### config.mk
export PLATFORM = sky130hd
export DESIGN_NAME = pll_power_seq
export DESIGN_NICKNAME = d
export VERILOG_FILES = /design/src/rtl/pll_seq_pkg.sv /design/src/rtl/pll_seq_settle.sv /design/src/rtl/pll_seq_poll.sv /design/src/rtl/pll_power_seq.sv
export SDC_FILE = /design/constraint.sdc
export NUM_CORES = 1
export LEC_CHECK = 0
export ABC_AREA = 1
export BUFFER_PORTS_ARGS = -buffer_cell sky130_fd_sc_hd__clkbuf_2
export CAP_MARGIN = 20
export CORE_MARGIN = 1
export CORE_UTILIZATION = 40
export CTS_CLUSTER_DIAMETER = 120
export DETAILED_ROUTE_END_ITERATION = 10
export PLACE_DENSITY = 0.61
export SYNTH_ARGS = -nofsm -noshare
export SYNTH_HDL_FRONTEND = slang
export SYNTH_HIERARCHICAL = 1
export SYNTH_SLANG_ARGS = --single-unit
export TNS_END_PERCENT = 50
### constraint.sdc
create_clock -name clk -period 2.38 [get_ports clk]
set_clock_uncertainty 0.1 [all_clocks]
set_input_delay 0.476 -clock clk [delete_from_list [all_inputs] [get_ports clk]]
set_output_delay 0.476 -clock clk [all_outputs]
set_load 0.03 [all_outputs]
### src/rtl/pll_seq_pkg.sv
package pll_seq_pkg;

    localparam logic [7:0] MUX_ROUTE_ON  = 8'hC0;
    localparam logic [7:0] MUX_ROUTE_OFF = 8'h00;

    typedef enum logic [3:0] {
        S_IDLE,
        S_BIAS_WAIT,
        S_POLL,
        S_CLK_OPEN,
        S_BUF_OPEN,
        S_ON,
        S_FAIL,
        S_DN_STOP,
        S_DN_MBUF,
        S_DN_MMUX,
        S_DN_MBIAS,
        S_DN_MWAIT,
        S_DN_SBUF,
        S_DN_SMUX,
        S_DN_SBIAS,
        S_DN_SWAIT
    } seq_state_e;

    typedef struct packed {
        logic       bias;
        logic [7:0] mux;
        logic       clk_en;
        logic       rbuf;
    } side_ctl_t;

    typedef struct packed {
        seq_state_e state;
        side_ctl_t  m;
        side_ctl_t  s;
        logic       start;
        logic       on;
        logic       err;
        logic       done;
        logic       slave;
    } seq_regs_t;

endpackage

### src/rtl/pll_seq_settle.sv
module pll_seq_settle #(
    parameter int WAIT_CYC = 25
) (
    input  logic clk,
    input  logic rst_n,
    input  logic start_i,
    output logic expire_o
);
    localparam int CNT_W = (WAIT_CYC > 1) ? $clog2(WAIT_CYC) : 1;
    localparam logic [CNT_W-1:0] LAST = CNT_W'(WAIT_CYC - 1);

    typedef struct packed {
        logic             busy;
        logic [CNT_W-1:0] cnt;
    } settle_t;

    settle_t r_d, r_q;

    always_comb begin
        r_d = r_q;
        if (start_i) begin
            r_d.busy = 1'b1;
            r_d.cnt  = '0;
        end else if (r_q.busy) begin
            if (r_q.cnt == LAST) begin
                r_d.busy = 1'b0;
            end else begin
                r_d.cnt = r_q.cnt + 1'b1;
            end
        end
    end

    always_ff @(posedge clk or negedge rst_n) begin
        if (!rst_n) begin
            r_q <= '0;
        end else begin
            r_q <= r_d;
        end
    end

    assign expire_o = r_q.busy && (r_q.cnt == LAST);

endmodule

### src/rtl/pll_seq_poll.sv
module pll_seq_poll #(
    parameter int POLL_US    = 100,
    parameter int TIMEOUT_US = 5000
) (
    input  logic clk,
    input  logic rst_n,
    input  logic clear_i,
    input  logic active_i,
    input  logic us_tick_i,
    output logic sample_o,
    output logic last_o
);
    localparam int NPOLL  = (TIMEOUT_US / POLL_US > 0) ? TIMEOUT_US / POLL_US : 1;
    localparam int TICK_W = (POLL_US > 1) ? $clog2(POLL_US) : 1;
    localparam int IDX_W  = (NPOLL > 1) ? $clog2(NPOLL) : 1;
    localparam logic [TICK_W-1:0] TICK_LAST = TICK_W'(POLL_US - 1);
    localparam logic [IDX_W-1:0]  IDX_LAST  = IDX_W'(NPOLL - 1);

    typedef struct packed {
        logic [TICK_W-1:0] tick;
        logic [IDX_W-1:0]  idx;
    } poll_t;

    poll_t r_d, r_q;
    logic  hit;

    assign hit = active_i && us_tick_i && (r_q.tick == TICK_LAST);

    always_comb begin
        r_d = r_q;
        if (clear_i) begin
            r_d = '0;
        end else if (active_i && us_tick_i) begin
            if (hit) begin
                r_d.tick = '0;
                if (r_q.idx != IDX_LAST) begin
                    r_d.idx = r_q.idx + 1'b1;
                end
            end else begin
                r_d.tick = r_q.tick + 1'b1;
            end
        end
    end

    always_ff @(posedge clk or negedge rst_n) begin
        if (!rst_n) begin
            r_q <= '0;
        end else begin
            r_q <= r_d;
        end
    end

    assign sample_o = hit;
    assign last_o   = (r_q.idx == IDX_LAST);

endmodule

### src/rtl/pll_power_seq.sv
module pll_power_seq
    import pll_seq_pkg::*;
#(
    parameter int REF_CLK_MHZ     = 100,
    parameter int SETTLE_NS       = 250,
    parameter int POLL_US         = 100,
    parameter int LOCK_TIMEOUT_US = 5000
) (
    input  logic       clk,
    input  logic       rst_n,
    input  logic       prepare_i,
    input  logic       unprepare_i,
    input  logic       slave_present_i,
    input  logic       lock_i,
    input  logic       us_tick_i,
    output logic       m_bias_en_o,
    output logic [7:0] m_sys_mux_o,
    output logic       pll_start_o,
    output logic       m_clk_en_o,
    output logic       m_rbuf_en_o,
    output logic       s_bias_en_o,
    output logic [7:0] s_sys_mux_o,
    output logic       s_clk_en_o,
    output logic       s_rbuf_en_o,
    output logic       pll_on_o,
    output logic       done_o,
    output logic       err_o
);
    localparam int WAIT_RAW = (SETTLE_NS * REF_CLK_MHZ + 999) / 1000;
    localparam int WAIT_CYC = (WAIT_RAW > 0) ? WAIT_RAW : 1;

    seq_regs_t st_d, st_q;
    logic      settle_go, settle_end;
    logic      poll_clr, poll_active, poll_hit, poll_last;

    pll_seq_settle #(.WAIT_CYC(WAIT_CYC)) u_settle (
        .clk      (clk),
        .rst_n    (rst_n),
        .start_i  (settle_go),
        .expire_o (settle_end)
    );

    assign poll_active = (st_q.state == S_POLL);

    pll_seq_poll #(.POLL_US(POLL_US), .TIMEOUT_US(LOCK_TIMEOUT_US)) u_poll (
        .clk       (clk),
        .rst_n     (rst_n),
        .clear_i   (poll_clr),
        .active_i  (poll_active),
        .us_tick_i (us_tick_i),
        .sample_o  (poll_hit),
        .last_o    (poll_last)
    );

    always_comb begin
        st_d      = st_q;
        st_d.done = 1'b0;
        settle_go = 1'b0;
        poll_clr  = 1'b0;
        unique case (st_q.state)
            S_IDLE, S_FAIL: begin
                if (prepare_i) begin
                    st_d.slave  = slave_present_i;
                    st_d.err    = 1'b0;
                    st_d.m.bias = 1'b1;
                    st_d.m.mux  = MUX_ROUTE_ON;
                    if (slave_present_i) begin
                        st_d.s.bias = 1'b1;
                        st_d.s.mux  = MUX_ROUTE_ON;
                    end
                    settle_go  = 1'b1;
                    st_d.state = S_BIAS_WAIT;
                end else if (unprepare_i && st_q.state == S_FAIL) begin
                    st_d.m.clk_en = 1'b0;
                    st_d.state    = S_DN_STOP;
                end
            end
            S_BIAS_WAIT: begin
                if (settle_end) begin
                    st_d.start = 1'b1;
                    poll_clr   = 1'b1;
                    st_d.state = S_POLL;
                end
            end
            S_POLL: begin
                if (poll_hit) begin
                    if (lock_i) begin
                        st_d.on    = 1'b1;
                        st_d.state = S_CLK_OPEN;
                    end else if (poll_last) begin
                        st_d.err   = 1'b1;
                        st_d.state = S_FAIL;
                    end
                end
            end
            S_CLK_OPEN: begin
                st_d.m.clk_en = 1'b1;
                st_d.s.clk_en = st_q.slave;
                st_d.state    = S_BUF_OPEN;
            end
            S_BUF_OPEN: begin
                st_d.m.rbuf = 1'b1;
                st_d.s.rbuf = st_q.slave;
                st_d.done   = 1'b1;
                st_d.state  = S_ON;
            end
            S_ON: begin
                if (unprepare_i) begin
                    st_d.m.clk_en = 1'b0;
                    st_d.state    = S_DN_STOP;
                end
            end
            S_DN_STOP: begin
                st_d.start = 1'b0;
                st_d.state = S_DN_MBUF;
            end
            S_DN_MBUF: begin
                st_d.m.rbuf = 1'b0;
                st_d.state  = S_DN_MMUX;
            end
            S_DN_MMUX: begin
                st_d.m.mux = MUX_ROUTE_OFF;
                st_d.state = S_DN_MBIAS;
            end
            S_DN_MBIAS: begin
                st_d.m.bias = 1'b0;
                settle_go   = 1'b1;
                st_d.state  = S_DN_MWAIT;
            end
            S_DN_MWAIT: begin
                if (settle_end) begin
                    if (st_q.slave) begin
                        st_d.s.clk_en = 1'b0;
                        st_d.state    = S_DN_SBUF;
                    end else begin
                        st_d.on    = 1'b0;
                        st_d.done  = 1'b1;
                        st_d.state = S_IDLE;
                    end
                end
            end
            S_DN_SBUF: begin
                st_d.s.rbuf = 1'b0;
                st_d.state  = S_DN_SMUX;
            end
            S_DN_SMUX: begin
                st_d.s.mux = MUX_ROUTE_OFF;
                st_d.state = S_DN_SBIAS;
            end
            S_DN_SBIAS: begin
                st_d.s.bias = 1'b0;
                settle_go   = 1'b1;
                st_d.state  = S_DN_SWAIT;
            end
            S_DN_SWAIT: begin
                if (settle_end) begin
                    st_d.on    = 1'b0;
                    st_d.done  = 1'b1;
                    st_d.state = S_IDLE;
                end
            end
            default: st_d.state = S_IDLE;
        endcase
    end

    always_ff @(posedge clk or negedge rst_n) begin
        if (!rst_n) begin
            st_q       <= '0;
            st_q.state <= S_IDLE;
        end else begin
            st_q <= st_d;
        end
    end

    assign m_bias_en_o = st_q.m.bias;
    assign m_sys_mux_o = st_q.m.mux;
    assign m_clk_en_o  = st_q.m.clk_en;
    assign m_rbuf_en_o = st_q.m.rbuf;
    assign s_bias_en_o = st_q.s.bias;
    assign s_sys_mux_o = st_q.s.mux;
    assign s_clk_en_o  = st_q.s.clk_en;
    assign s_rbuf_en_o = st_q.s.rbuf;
    assign pll_start_o = st_q.start;
    assign pll_on_o    = st_q.on;
    assign done_o      = st_q.done;
    assign err_o       = st_q.err;

endmodule

==> summary.txt <==
status - complete, no violations
setup TNS - 0 ns
postcts setup bufs - 0
Die H - 78.89 um
crit-path max cell delay - 0.46 ns
placed cell count - 404
Post-synth ARST share - 1.000
Non-Filler Instances - 411
r2r setup slk - 0.24 ns
Crit Path Category - reg2reg
largest net degree at the start of global routing - 37
top_reg_cell synth - dfrtp_1
DR WL/cell - 11.52 um
HPWL Detailed - 3683 um
Core Area - 0.005608 mm2
critical path, cell by cell - inv_1 > nand2_1 > nor2_4 > nand2_1 > inv_1 > nand2_1 > nor2_1 > inv_1 > nand3_1 > nand2_1 > nor2_1 > nand3_2 > nand2_1 > nand2_1
unrepaired setup endpoints after global routing - no
die area - 0.006224 mm2
Layout area overhead - 10.11%
Ant. Diodes - 0
Post-layout nets - 351
TritonCTS clock tree - yes
Via density - 4.720
CP arrival - 2.20 ns
Max Clk Rate - 467.8 MHz
Pre-antenna DRT Iters - 4
Seq pwr share - 0.338
Yosys reg bits - 36
Clock Tree Root - clkbuf_8
Final Max Tran Viols - 0
Placer Congestion - 0.8927
combinational power share - 0.508
GRT Total Usage - 0.1684
Switching Fraction - 0.4741
sequential-to-total area share from yosys stat - 0.3810
Remaining DRCs - 0
die width - 78.89 um
first-pass GRT wire length - 8211 um
clock sinks - 36
PortBufs - 20
Area contributors post-synth - dfrtp_1 (38%), nand2_1 (10%), inv_1 (6.2%), nand3_1 (5.9%), buf_4 (5.1%)
Num CTS Buffers - 5
top-level I/O count - 33
distinct cell type count of the synthesized netlist - 28
Worst Reg-to-Reg Cells - 14
VDD IR max - 518.3 uV
worst reg2reg endpoint - st_q[27]
CTS HTree Levels - 2
leading area contributor after synthesis - dfrtp_1
share of cells above drive strength 1 - 0.2330
Clock Power Share - 0.155
Hold Path Class - in2async
grt ovf - 0
Mapped Area - 0.002365 mm2
YS warnings - 6
final worst-path cycle share - 0.8982
initial antenna violation count - 0
initial core utilization - 0.4217
power density over the cells - 1137 mW/mm2
Mapped Avg Cell Area - 7.531 um2
clock buffer depth - 2
CP max stage cell - dfrtp_1
Iter 0 DRT Violations - 72
min cycle time layout - 2.138 ns
CP startpoint kind - flop
Net Sw Power - 1.404 mW
Syn Inst Count - 314
# Max-Cap Violations - 0
worst endpoint required time - 2.45 ns
Clk Latency, worst-skew pair - 0.27 ns
leak pwr - 1.358 nW
ANT nets after route - 0
row cnt - 27
internal power - 1.558 mW
Setup-failing EPs final - 0
Clk pin slew, worst setup/hold paths - 0.07 ns
Post-synth EDFFs - 0
CP Capture Type - flop
final hold violations - 0
Worst R2R Start - st_q[27]
Worst Path Max Fanout - 6
Synth top area share - 0.3810
most used cell, CP - nand2_1
vias - 1940
vias in the first global route - 1846
Routed WL - 4734 um
==> registers in the layout (all words and copies together) (netlist names) <==
name          flops
s_sys_mux_o       1
u_settle/r_q      6
done_o            1
m_sys_mux_o       1
s_bias_en_o       1
m_rbuf_en_o       1
s_clk_en_o        1
m_clk_en_o        1
s_rbuf_en_o       1
m_bias_en_o       1
pll_start_o       1
st_q              5
u_poll/r_q       13
pll_on_o          1
err_o             1
==> cell usage after synthesis (2+ instances only) <==
| library cell | instances |
|---|---|
| nor2_2 | 14 |
| inv_1 | 39 |
| nand3_1 | 28 |
| nor2_1 | 25 |
| buf_4 | 16 |
| nand4_1 | 7 |
| dfrtp_1 | 36 |
| nand2_2 | 9 |
| nand2_1 | 66 |
| nor2_4 | 3 |
| xor2_1 | 3 |
| inv_2 | 7 |
| ha_1 | 5 |
| a21oi_1 | 8 |
| nor3_1 | 7 |
| nand2_4 | 7 |
| a21oi_2 | 2 |
| nand3b_1 | 3 |
| o21ai_0 | 13 |
| o21ai_1 | 7 |
| nand3_2 | 2 |
==> routing by layer <==
layer  GRT usage  vias up  share of wire
li1            -     1014              -
met1      0.2308      880           0.48
met2      0.2635       42           0.46
met3     0.03908        4          0.049
met4     0.05091        0          0.011
met5           0        -              0
==> placed cells by master, fill, tap and decap left out, types with 3 or more instances in the layout <==
cell type and n:
a21oi_1 8, buf_4 4, clkbuf_2 20, clkbuf_8 7, conb_1 12, dfrtp_1 36
ha_1 5, inv_1 39, inv_2 7, nand2_1 66, nand2_2 9, nand2_4 7
nand3_1 28, nand3b_1 3, nand4_1 7, nor2_1 24, nor2_2 13, nor2_4 5
nor3_1 7, o21ai_0 13, o21ai_1 7, xor2_1 3
==> timing repair <==
item                                    CTS  global route
endpoints found under the setup margin    0             4
resized for setup                         0             3
hold buffers                              0             0
==> critical path, delay by kind of cell, from the launching register on <==
family | cells | cell delay, ns
buffers and inverters | 3 | 0.32
and+or+nand+nor | 11 | 1.15
DFF | 1 | 0.46
==> how the worst max path moves through the flow <==
stage	slack [ns]	from	endpoint
finish	0.24	st_q[27]	st_q[27]
global route	0.006	st_q[27]	st_q[29]
CTS	0.21	st_q[27]	st_q[27]
detailed placement	0.23	st_q[29]	st_q[27]
global placement	0.23	st_q[27]	st_q[27]
floorplan	0.42	st_q[29]	st_q[27]
==> logic make-up after synthesis <==
logic type	after synthesis	share of synthesized area
buffers and inverters	64	0.1312
and+or+nand+nor	172	0.3720
AOI/OAI and AO/OA	33	0.07672
DFF	36	0.3810
xor gates and xnor gates	3	0.01111
other	1	0.001586
adders and majority gates	5	0.02646
==> stage by stage <==
step	utilization	hold slack [ns]	setup slack [ns]	cell area (um2)	power, mW
2_1_floorplan	-	0.08041	0.4223	2406	2.172
3_3_place_gp	0.4449	0.3606	0.2302	2495	2.478
3_5_place_dp	0.4449	0.3594	0.2300	2495	2.493
4_1_cts	0.4621	0.1490	0.2105	2591	2.968
5_1_grt	0.4643	0.1718	0.005913	2604	3.236
6_report	0.4643	0.1250	0.2423	2604	2.962
==> power groups by stage <==
| stage | sequential (mW) | clock, mW | combinational, mW |
|---|---|---|---|
| global route | 1.03 | 0.505 | 1.70 |
| detailed placement | 1.00 | 0 | 1.49 |
| CTS | 0.994 | 0.481 | 1.49 |
| finish | 1.00 | 0.458 | 1.50 |
| global placement | 1.00 | 0 | 1.47 |
| floorplan | 1.07 | 0 | 1.10 |
==> cell type report <==
cell class | count | area [um2]
Fill cell | 595 | 3004
Inverter | 47 | 178.9
Sequential cell | 36 | 900.9
Tap cell | 72 | 90.09
Multi-Input combinational cell | 225 | 1207
Timing Repair Buffer | 24 | 130.1
Clock buffer | 7 | 96.34
Note: power is estimated with default switching activity, not from simulation.
